===== config.mk =====
export PLATFORM = sky130hd
export DESIGN_NAME = adaptive_slip_queue
export DESIGN_NICKNAME = d
export VERILOG_FILES = /design/src/rtl/scq_pkg.sv /design/src/rtl/scq_token_ctr.sv /design/src/rtl/scq_timeliness_mon.sv /design/src/rtl/scq_depth_ctl.sv /design/src/rtl/adaptive_slip_queue.sv
export SDC_FILE = /design/constraint.sdc
export NUM_CORES = 1
export LEC_CHECK = 0
export ABC_CLOCK_PERIOD_IN_PS = 5200
export BUFFER_PORTS_ARGS = -buffer_cell sky130_fd_sc_hd__buf_4
export CAP_MARGIN = 25
export CORE_UTILIZATION = 60
export CTS_CLUSTER_SIZE = 20
export DETAILED_ROUTE_END_ITERATION = 10
export PLACE_DENSITY_LB_ADDON = 0.05
export SLEW_MARGIN = 20
export SYNTH_ARGS = -nofsm -noshare
export SYNTH_HDL_FRONTEND = slang
export SYNTH_SLANG_ARGS = --single-unit

===== constraint.sdc =====
create_clock -name clk -period 5.2 [get_ports clk]
set_input_delay 0.52 -clock clk [delete_from_list [all_inputs] [get_ports clk]]
set_output_delay 0.52 -clock clk [all_outputs]
set_load 0.05 [all_outputs]

===== src/rtl/scq_pkg.sv =====
package scq_pkg;

  // Outcome of a window review, consumed by the depth controller
  typedef enum logic [1:0] {
    SZ_HOLD   = 2'b00,
    SZ_GROW   = 2'b01,
    SZ_SHRINK = 2'b10
  } size_act_e;

endpackage


===== src/rtl/scq_token_ctr.sv =====
// Token occupancy counter with a movable upper limit.
module scq_token_ctr #(
  parameter int CNT_W = 5
) (
  input  logic             clk,
  input  logic             rst_n,
  input  logic             put_req,
  input  logic             get_req,
  input  logic [CNT_W-1:0] limit,
  output logic             put_ok,
  output logic             get_ok,
  output logic [CNT_W-1:0] count
);

  logic [CNT_W-1:0] count_q;
  logic [CNT_W-1:0] count_d;
  logic             put_acc;
  logic             get_acc;
  logic             count_en;

  // magnitude compare: the limit may fall below the held count
  assign put_ok  = (count_q < limit);
  assign get_ok  = (count_q != '0);
  assign put_acc = put_req & put_ok;
  assign get_acc = get_req & get_ok;

  always_comb begin
    count_en = put_acc ^ get_acc;
    count_d  = count_q;
    if (put_acc && !get_acc) begin
      count_d = count_q + 1'b1;
    end else if (get_acc && !put_acc) begin
      count_d = count_q - 1'b1;
    end
  end

  always_ff @(posedge clk or negedge rst_n) begin
    if (!rst_n) begin
      count_q <= '0;
    end else if (count_en) begin
      count_q <= count_d;
    end
  end

  assign count = count_q;

endmodule


===== src/rtl/scq_timeliness_mon.sv =====
// Tallies late and useful prefetches and issues a resize decision per window.
module scq_timeliness_mon
  import scq_pkg::*;
#(
  parameter int EVAL_WIN = 32
) (
  input  logic      clk,
  input  logic      rst_n,
  input  logic      cls_valid,
  input  logic      cls_late,
  input  logic      buf_full,
  output size_act_e act
);

  localparam int WIN_W   = (EVAL_WIN > 1) ? $clog2(EVAL_WIN) : 1;
  localparam int TALLY_W = $clog2(EVAL_WIN + 1);

  logic [WIN_W-1:0]   win_q, win_d;
  logic [TALLY_W-1:0] late_q, late_d;
  logic [TALLY_W-1:0] useful_q, useful_d;
  logic [TALLY_W-1:0] late_tot, useful_tot;
  logic               win_last;
  logic               grow_cond;

  // window end detection: all-ones for a power of two, compare otherwise
  generate
    if ((EVAL_WIN & (EVAL_WIN - 1)) == 0) begin : g_pow2_win
      assign win_last = &win_q;
    end else begin : g_cmp_win
      assign win_last = (win_q == WIN_W'(EVAL_WIN - 1));
    end
  endgenerate

  always_comb begin
    late_tot   = late_q   + {{(TALLY_W-1){1'b0}}, cls_late};
    useful_tot = useful_q + {{(TALLY_W-1){1'b0}}, ~cls_late};
    // twice late against useful, one extra bit of headroom on both sides
    grow_cond  = ({late_tot, 1'b0} > {1'b0, useful_tot});

    act = SZ_HOLD;
    if (cls_valid && win_last && !buf_full) begin
      act = grow_cond ? SZ_GROW : SZ_SHRINK;
    end
  end

  always_comb begin
    win_d    = win_q;
    late_d   = late_q;
    useful_d = useful_q;
    if (cls_valid) begin
      if (win_last) begin
        win_d    = '0;
        late_d   = '0;
        useful_d = '0;
      end else begin
        win_d    = win_q + 1'b1;
        late_d   = late_tot;
        useful_d = useful_tot;
      end
    end
  end

  always_ff @(posedge clk or negedge rst_n) begin
    if (!rst_n) begin
      win_q    <= '0;
      late_q   <= '0;
      useful_q <= '0;
    end else if (cls_valid) begin
      win_q    <= win_d;
      late_q   <= late_d;
      useful_q <= useful_d;
    end
  end

endmodule


===== src/rtl/scq_depth_ctl.sv =====
// Holds the permitted slip distance and applies clamped single steps.
module scq_depth_ctl
  import scq_pkg::*;
#(
  parameter int SZ_W    = 5,
  parameter int MIN_SZ  = 1,
  parameter int MAX_SZ  = 16,
  parameter int INIT_SZ = 4
) (
  input  logic            clk,
  input  logic            rst_n,
  input  size_act_e       act,
  output logic [SZ_W-1:0] size
);

  logic [SZ_W-1:0] size_q, size_d;
  logic            at_max, at_min;
  logic            size_en;

  assign at_max = (size_q >= SZ_W'(MAX_SZ));
  assign at_min = (size_q <= SZ_W'(MIN_SZ));

  always_comb begin
    size_d  = size_q;
    size_en = 1'b0;
    unique case (act)
      SZ_GROW: begin
        if (!at_max) begin
          size_d  = size_q + 1'b1;
          size_en = 1'b1;
        end
      end
      SZ_SHRINK: begin
        if (!at_min) begin
          size_d  = size_q - 1'b1;
          size_en = 1'b1;
        end
      end
      default: begin
        size_d  = size_q;
        size_en = 1'b0;
      end
    endcase
  end

  always_ff @(posedge clk or negedge rst_n) begin
    if (!rst_n) begin
      size_q <= SZ_W'(INIT_SZ);
    end else if (size_en) begin
      size_q <= size_d;
    end
  end

  assign size = size_q;

endmodule


===== src/rtl/adaptive_slip_queue.sv =====
module adaptive_slip_queue
  import scq_pkg::*;
#(
  parameter int MAX_SLIP  = 16,
  parameter int MIN_SLIP  = 1,
  parameter int INIT_SLIP = 4,
  parameter int EVAL_WIN  = 32,
  localparam int SZ_W     = $clog2(MAX_SLIP + 1)
) (
  input  logic            clk,
  input  logic            rst_n,
  input  logic            put_valid,
  output logic            put_ready,
  input  logic            get_valid,
  output logic            get_ready,
  input  logic            pf_done_valid,
  input  logic            pf_done_late,
  input  logic            pf_buf_full,
  output logic [SZ_W-1:0] slip_size,
  output logic [SZ_W-1:0] token_count
);

  size_act_e       resize_act;
  logic [SZ_W-1:0] cur_limit;

  scq_timeliness_mon #(
    .EVAL_WIN (EVAL_WIN)
  ) u_mon (
    .clk       (clk),
    .rst_n     (rst_n),
    .cls_valid (pf_done_valid),
    .cls_late  (pf_done_late),
    .buf_full  (pf_buf_full),
    .act       (resize_act)
  );

  scq_depth_ctl #(
    .SZ_W    (SZ_W),
    .MIN_SZ  (MIN_SLIP),
    .MAX_SZ  (MAX_SLIP),
    .INIT_SZ (INIT_SLIP)
  ) u_depth (
    .clk   (clk),
    .rst_n (rst_n),
    .act   (resize_act),
    .size  (cur_limit)
  );

  scq_token_ctr #(
    .CNT_W (SZ_W)
  ) u_tokens (
    .clk     (clk),
    .rst_n   (rst_n),
    .put_req (put_valid),
    .get_req (get_valid),
    .limit   (cur_limit),
    .put_ok  (put_ready),
    .get_ok  (get_ready),
    .count   (token_count)
  );

  assign slip_size = cur_limit;

endmodule


[Word-level counts from Yosys, hierarchy flattened]
Index checks and enable logic that the tools add are counted.
Cells by class
  multiplexer cells: 13
  $add $sub $neg: 7
  $lt $le $gt $ge: 4
  reduce and logical (&&, ||, !) cells: 13
  bitwise logic cells: 4
  eq/ne operators: 4
Operator list (count)
  $mux W5: 5
  $add A5 B1 Y5 const B: 3
  $add A6 B1 Y6: 2
  $mux W6: 2
  $pmux W5 S2: 1
  $sub A5 B1 Y5 const B: 2
  $gt A7 B6 Y1: 1
  $ge A5 B5 Y1 const B: 1
  $le A5 B1 Y1 const B: 1
  $lt A5 B5 Y1: 1
  $reduce_and A5 Y1: 1
  $reduce_bool A5 Y1: 1
  $logic_and A1 B1 Y1: 4
  $mux W2: 2
  $ne A2 B2 Y1 const B: 2
  $reduce_and A4 Y1: 1
  $reduce_bool A2 Y1: 2
  $logic_not A1 Y1: 3
  $and A1 B1 Y1: 2
  $eq A2 B1 Y1 const B: 1
  $eq A2 B2 Y1 const B: 1
  $mux W1: 2
  $pmux W1 S2: 1
  $reduce_and A2 Y1: 1
  2 further kinds: 2
Word-level totals
  logic and storage cells: 50
  register bits: 27
  bits of input ports: 7
  output and inout bits: 12

[Depth between registers and ports, before layout]
  word-level depth: 8
  gate-level depth with buffers: 15
  mapped depth without buffers: 15

[By module]
Synthesis repeated with hierarchy kept, for this count alone.
Second synthesis, totals
  cell total of the unflattened synthesis: 204
  area total of the unflattened synthesis: 1995.7 µm²
Modules (own cells, without submodules)
  scq_timeliness_mon: instances 1, cells each 111, sequential area each 425.4 µm², area each 1099.8 µm²
  scq_token_ctr: instances 1, cells each 57, sequential area each 125.1 µm², area each 505.5 µm²
  scq_depth_ctl: instances 1, cells each 36, sequential area each 126.4 µm², area each 390.4 µm²

[Worst setup path after synthesis]
No wires, ideal clock.
  path kind: register to register
  from: register u_depth.size_q[1], in the netlist u_depth.size[1]
  to: register u_tokens.count_q[4], in the netlist u_tokens.count[4]
  path buffers: 0
  period minus slack after synthesis: 4135 ps
  setup slack: 1065 ps
  arrival time: 3989 ps
  cell stages (with the launch flop): 16
  library setup time: 145 ps
  required time: 5055 ps
  cell sequence: dfrtp_1 -> inv_1 -> ha_1 -> a21o_1 -> a21o_1 -> a21o_1 -> a21oi_1 -> and2_1 -> ha_1 -> inv_1 -> fa_1 -> a21o_1 -> a21oi_1 -> xnor2_1 -> nor2_1 -> xor2_1
On the way
  word-level cells in the longest chain between the ends: 6
  elaborated cells between the ends (all ways): 9
  classes of those cells: order compare: 1; mux: 1; bitwise: 2; reduce/logical: 5
Ends and longest elaborated chain
  start: declaration: RTL line scq_depth_ctl.sv:16  | logic [SZ_W-1:0] size_q, size_d;
  start signal: assignment: RTL line scq_depth_ctl.sv:48  | size_q <= SZ_W'(INIT_SZ);
  start signal: assignment: RTL line scq_depth_ctl.sv:50  | size_q <= size_d;
  $lt A5 B5 Y1 (*): RTL line scq_token_ctr.sv:22  | assign put_ok = (count_q < limit);
  via put_ready: RTL line adaptive_slip_queue.sv:13  | output logic put_ready,
  $and A1 B1 Y1 (*): RTL line scq_token_ctr.sv:24  | assign put_acc = put_req & put_ok;
  $logic_not A1 Y1: RTL line scq_token_ctr.sv:32  | end else if (get_acc && !put_acc) begin
  $logic_and A1 B1 Y1: RTL line scq_token_ctr.sv:32
  $reduce_bool A2 Y1 (no line)
  $reduce_and A2 Y1 (no line)
  end signal: assignment: RTL line scq_token_ctr.sv:41  | count_q <= count_d;
  end: declaration: RTL line scq_token_ctr.sv:15  | logic [CNT_W-1:0] count_q;
The timed path passes the listed nets; every way through them passes the cells marked *.
A chain may end at the register's enable or synchronous reset.

[Worst setup path after layout]
  from: register u_depth.size_q[1], in the netlist u_depth.size[1]
  to: register u_tokens.count_q[4], in the netlist u_tokens.count[4]
On the way
  word-level cells in the longest chain between the ends: 6
  elaborated cells between the ends (all ways): 9
  classes of those cells: order compare: 1; mux: 1; bitwise: 2; reduce/logical: 5
Ends and longest elaborated chain (RTL line)
  $lt A5 B5 Y1 (*): scq_token_ctr.sv:22
  $and A1 B1 Y1 (*): scq_token_ctr.sv:24
  $logic_not A1 Y1: scq_token_ctr.sv:32
  $logic_and A1 B1 Y1: scq_token_ctr.sv:32
  $reduce_bool A2 Y1 (no line)
  $reduce_and A2 Y1 (no line)
Mark *: on every way between the ends. The rest lies on a longest branch, timed or not.

==> impl_metrics.tcl <==
set metrics [dict create \
    hp-class "in2async" \
    setup_tns_ns 0 \
    port_buffers 18 \
    maxSlewHeadroom 0.6135 \
    finClkSkew_ns 0.007973 \
    yosysTopAreaCell "dfrtp_1" \
    clk_path_buf_depth 2 \
    cts_root_buffer "clkbuf_4" \
    wl_per_cell_um 13.85 \
    final_cells 234 \
    ant_nets 0 \
    cts.sinks 27 \
    finalHoldViolCount 0 \
    postPlaceCellArea_um2 1946 \
    core_area_um2 2781 \
    initial_core_util 0.6424 \
    detail_route.iter0.violations 72 \
    n_fill_cell 216 \
    cts_setup_buffers 0 \
    first_pass_iters 4 \
    crit_fanout 6 \
    die_area_um2 3200 \
    clk_latency_ns 0.33 \
    dr_wl_met3_um 67 \
    grt_pass1_vias 1252 \
    endpoint_kind "register" \
    crit_arrival_ns 3.44 \
    path_class "reg2reg" \
    syn-cell-area_um2 1787 \
    final_nets 235 \
    syn_avg_cell_area_um2 9.658 \
    place_inst 230 \
    gr-total-overflow 0 \
    layout_min_cycle_time_ns 3.208 \
    stdcell_area_um2 1972 \
    ir_drop_v 0.0004723 \
    via_per_inst 5.722 \
    synth_cell_types 32 \
    yosys.area.top_type_share 0.3641 \
    grt_max_degree 28 \
    antenna_found_initial 0 \
    ys_ff_latch 27 \
    cp_data_required_time_ns 5.43 \
    worstMarginPinSlew_ns 0.5786 \
    cpMaxStageDelayCell "dfrtp_1" \
    grtUsageTotal 0.2220 \
    ios 19 \
    outcome "finished clean" \
    grt_pass1_wl_mm 5.520 \
    vias 1339 \
    fp.dieH_um 56.57 \
    path_cells "inv_1 -> ha_1 -> a21o_1 -> a21o_1 -> a21o_1 -> a21oi_1 -> and2_1 -> ha_1 -> inv_1 -> fa_1 -> a21o_1 -> a21oi_1 -> xnor2_1 -> nor2_1 -> xor2_1" \
    routed-wl-met2_mm 1.576 \
    path_clk_slew_ns 0.15 \
    crit_path_start_kind "register" \
    finalSetupViolations 0 \
    drv_cap 0 \
    area_growth_syn_to_layout_pct 10.36 \
    synth_cells 185 \
    yosys_warnings 0 \
    cts_buffers 3 \
    fin_crit_sh 0.6169 \
    layout-drive-gt1-share 0.1429 \
    dp_hpwl_mm 2.477 \
    die_x_um 56.57 \
    highest_layer "met4" \
    crit_top_cell "a21o_1" \
    drc 0 \
    rsz0062_at_grt "false" \
    ctsHtreeMaxLevel 1 \
    netlist_top_cells_area "dfrtp_1 (36%), ha_1 (16%), xnor2_1 (6.9%), o21ai_0 (5.0%), nand2_1 (4.4%)" \
    clock.fmax_mhz 311.7 \
    seq_area_frac_synth 0.3789 \
    hold_buffers 0 \
    num_rows 19 \
    p_leak_nw 0.9377 \
    gp_congestion 0.8357 \
    worst_path_largest_cell_delay_ns 0.47 \
    fin_util 0.7090 \
    cts_resized 0 \
    finalWirelength_mm 3.240 \
    slew_violations 0 \
    power_density_nw_per_um2 533.9 \
    diodes 0 \
    drt-met1-wl_mm 1.557 \
    synth_fp_nets 216 \
    holdWs_ns 0.06727 \
    cts_tree "done" \
]
==> final cells by class <==
class,instances,area [um^2],share of cell area
Multi-Input combinational cell,136,1027,0.5209
Sequential cell,27,676.9,0.3433
Timing Repair Buffer,18,135.1,0.06853
Inverter,18,67.56,0.03426
Tap cell,31,38.79,0.01967
Clock buffer,4,26.28,0.01332
==> cells in the final DEF (no fill, tap or decap), drive strengths merged, types with 2 or more instances in the layout <==
cell / instances
clkbuf: 4
o21ai: 18
mux2: 3
inv: 18
nand3: 5
a21oi: 6
xor2: 3
dfrtp: 26
o22ai: 3
nor3: 2
xnor2: 14
nand4: 4
nand3b: 3
buf: 18
ha: 23
nand2: 21
nand2b: 2
mux2i: 5
and3: 2
nor2: 5
a21o: 6
==> cell usage after synthesis, drive strengths merged <==
cell type,number
o32ai,1
fa,1
o31ai,1
o2111ai,1
nor2,5
nor3,2
clkbuf,4
inv,18
a211oi,1
nand3,5
nand4,4
dfrtp,26
nand2,21
or3,1
mux2,3
xnor2,14
nand2b,2
ha,23
dfstp,1
a21bo,1
o22ai,3
a21o,6
o31a,1
nor2b,1
xor2,3
o21ai,18
and3,2
or4b,1
and2,1
nand3b,3
a21oi,6
mux2i,5
==> logic make-up after synthesis <==
| family | synth area share |
|---|---|
| DFF | 0.3789 |
| and+or+nand+nor | 0.1331 |
| buffers and inverters | 0.04621 |
| AOI/OAI and AO/OA | 0.1394 |
| adders and majority gates | 0.1723 |
| muxes | 0.04692 |
| xor gates and xnor gates | 0.08334 |
==> report_power, final <==
| group | internal, W | total (W) | switching [W] | leakage, nW |
|---|---|---|---|---|
| combinational | 0.000249 | 0.000582 | 0.000334 | 0.592 |
| sequential | 0.000290 | 0.000377 | 0.0000876 | 0.331 |
| clock | 0.0000301 | 0.0000931 | 0.0000630 | 0.0150 |
| total | 0.000568 | 0.00105 | 0.000484 | 0.938 |
==> sequential cells by signal, summed over array words and instances, names as in the netlist <==
register and cells:
u_mon.late_q 6, u_mon.useful_q 6, u_depth.size 5, u_mon.win_q 5
u_tokens.count 5
==> worst max-delay path: cells and delay by family, from the launching register on <==
kind	cells	cell delay [ns]
buffers and inverters	2	0.26
adders and majority gates	3	0.91
AOI/OAI and AO/OA	6	1.00
DFF	1	0.47
and+or+nand+nor	2	0.22
xor gates and xnor gates	2	0.28
==> worst paths after layout <==
kind | startpoint | to | cells after the start | slack (ns)
hold / removal | rst_n | u_mon.useful_q[5] | 1 | 0.07
setup / recovery | u_depth.size[1] | u_tokens.count[4] | 15 | 1.99
setup reg to reg | u_depth.size[1] | u_tokens.count[4] | 15 | 1.99
max in group asynchronous | rst_n | u_depth.size[2] | 1 | 4.84
hold reg to reg | u_mon.win_q[3] | u_mon.win_q[3] | 1 | 0.50
min in group clk | u_mon.win_q[3] | u_mon.win_q[3] | 1 | 0.50
==> per-stage QoR <==
| step | total power, W | setup WS [ns] |
|---|---|---|
| after floorplan | 0.0008188 | 1.065 |
| after global placement | 0.0009389 | 2.058 |
| after detailed placement | 0.0009690 | 1.996 |
| after CTS | 0.001063 | 1.981 |
| after global routing | 0.001147 | 1.727 |
| final | 0.001053 | 1.992 |
==> routing by layer <==
layer  vias to the layer above  GRT usage
li1                        672          -
met1                       637     0.3133
met2                        25     0.3597
met3                         5    0.02074
met4                         0    0.07317
met5                         -          0
No activity file was read; power rests on OpenSTA's default activity.
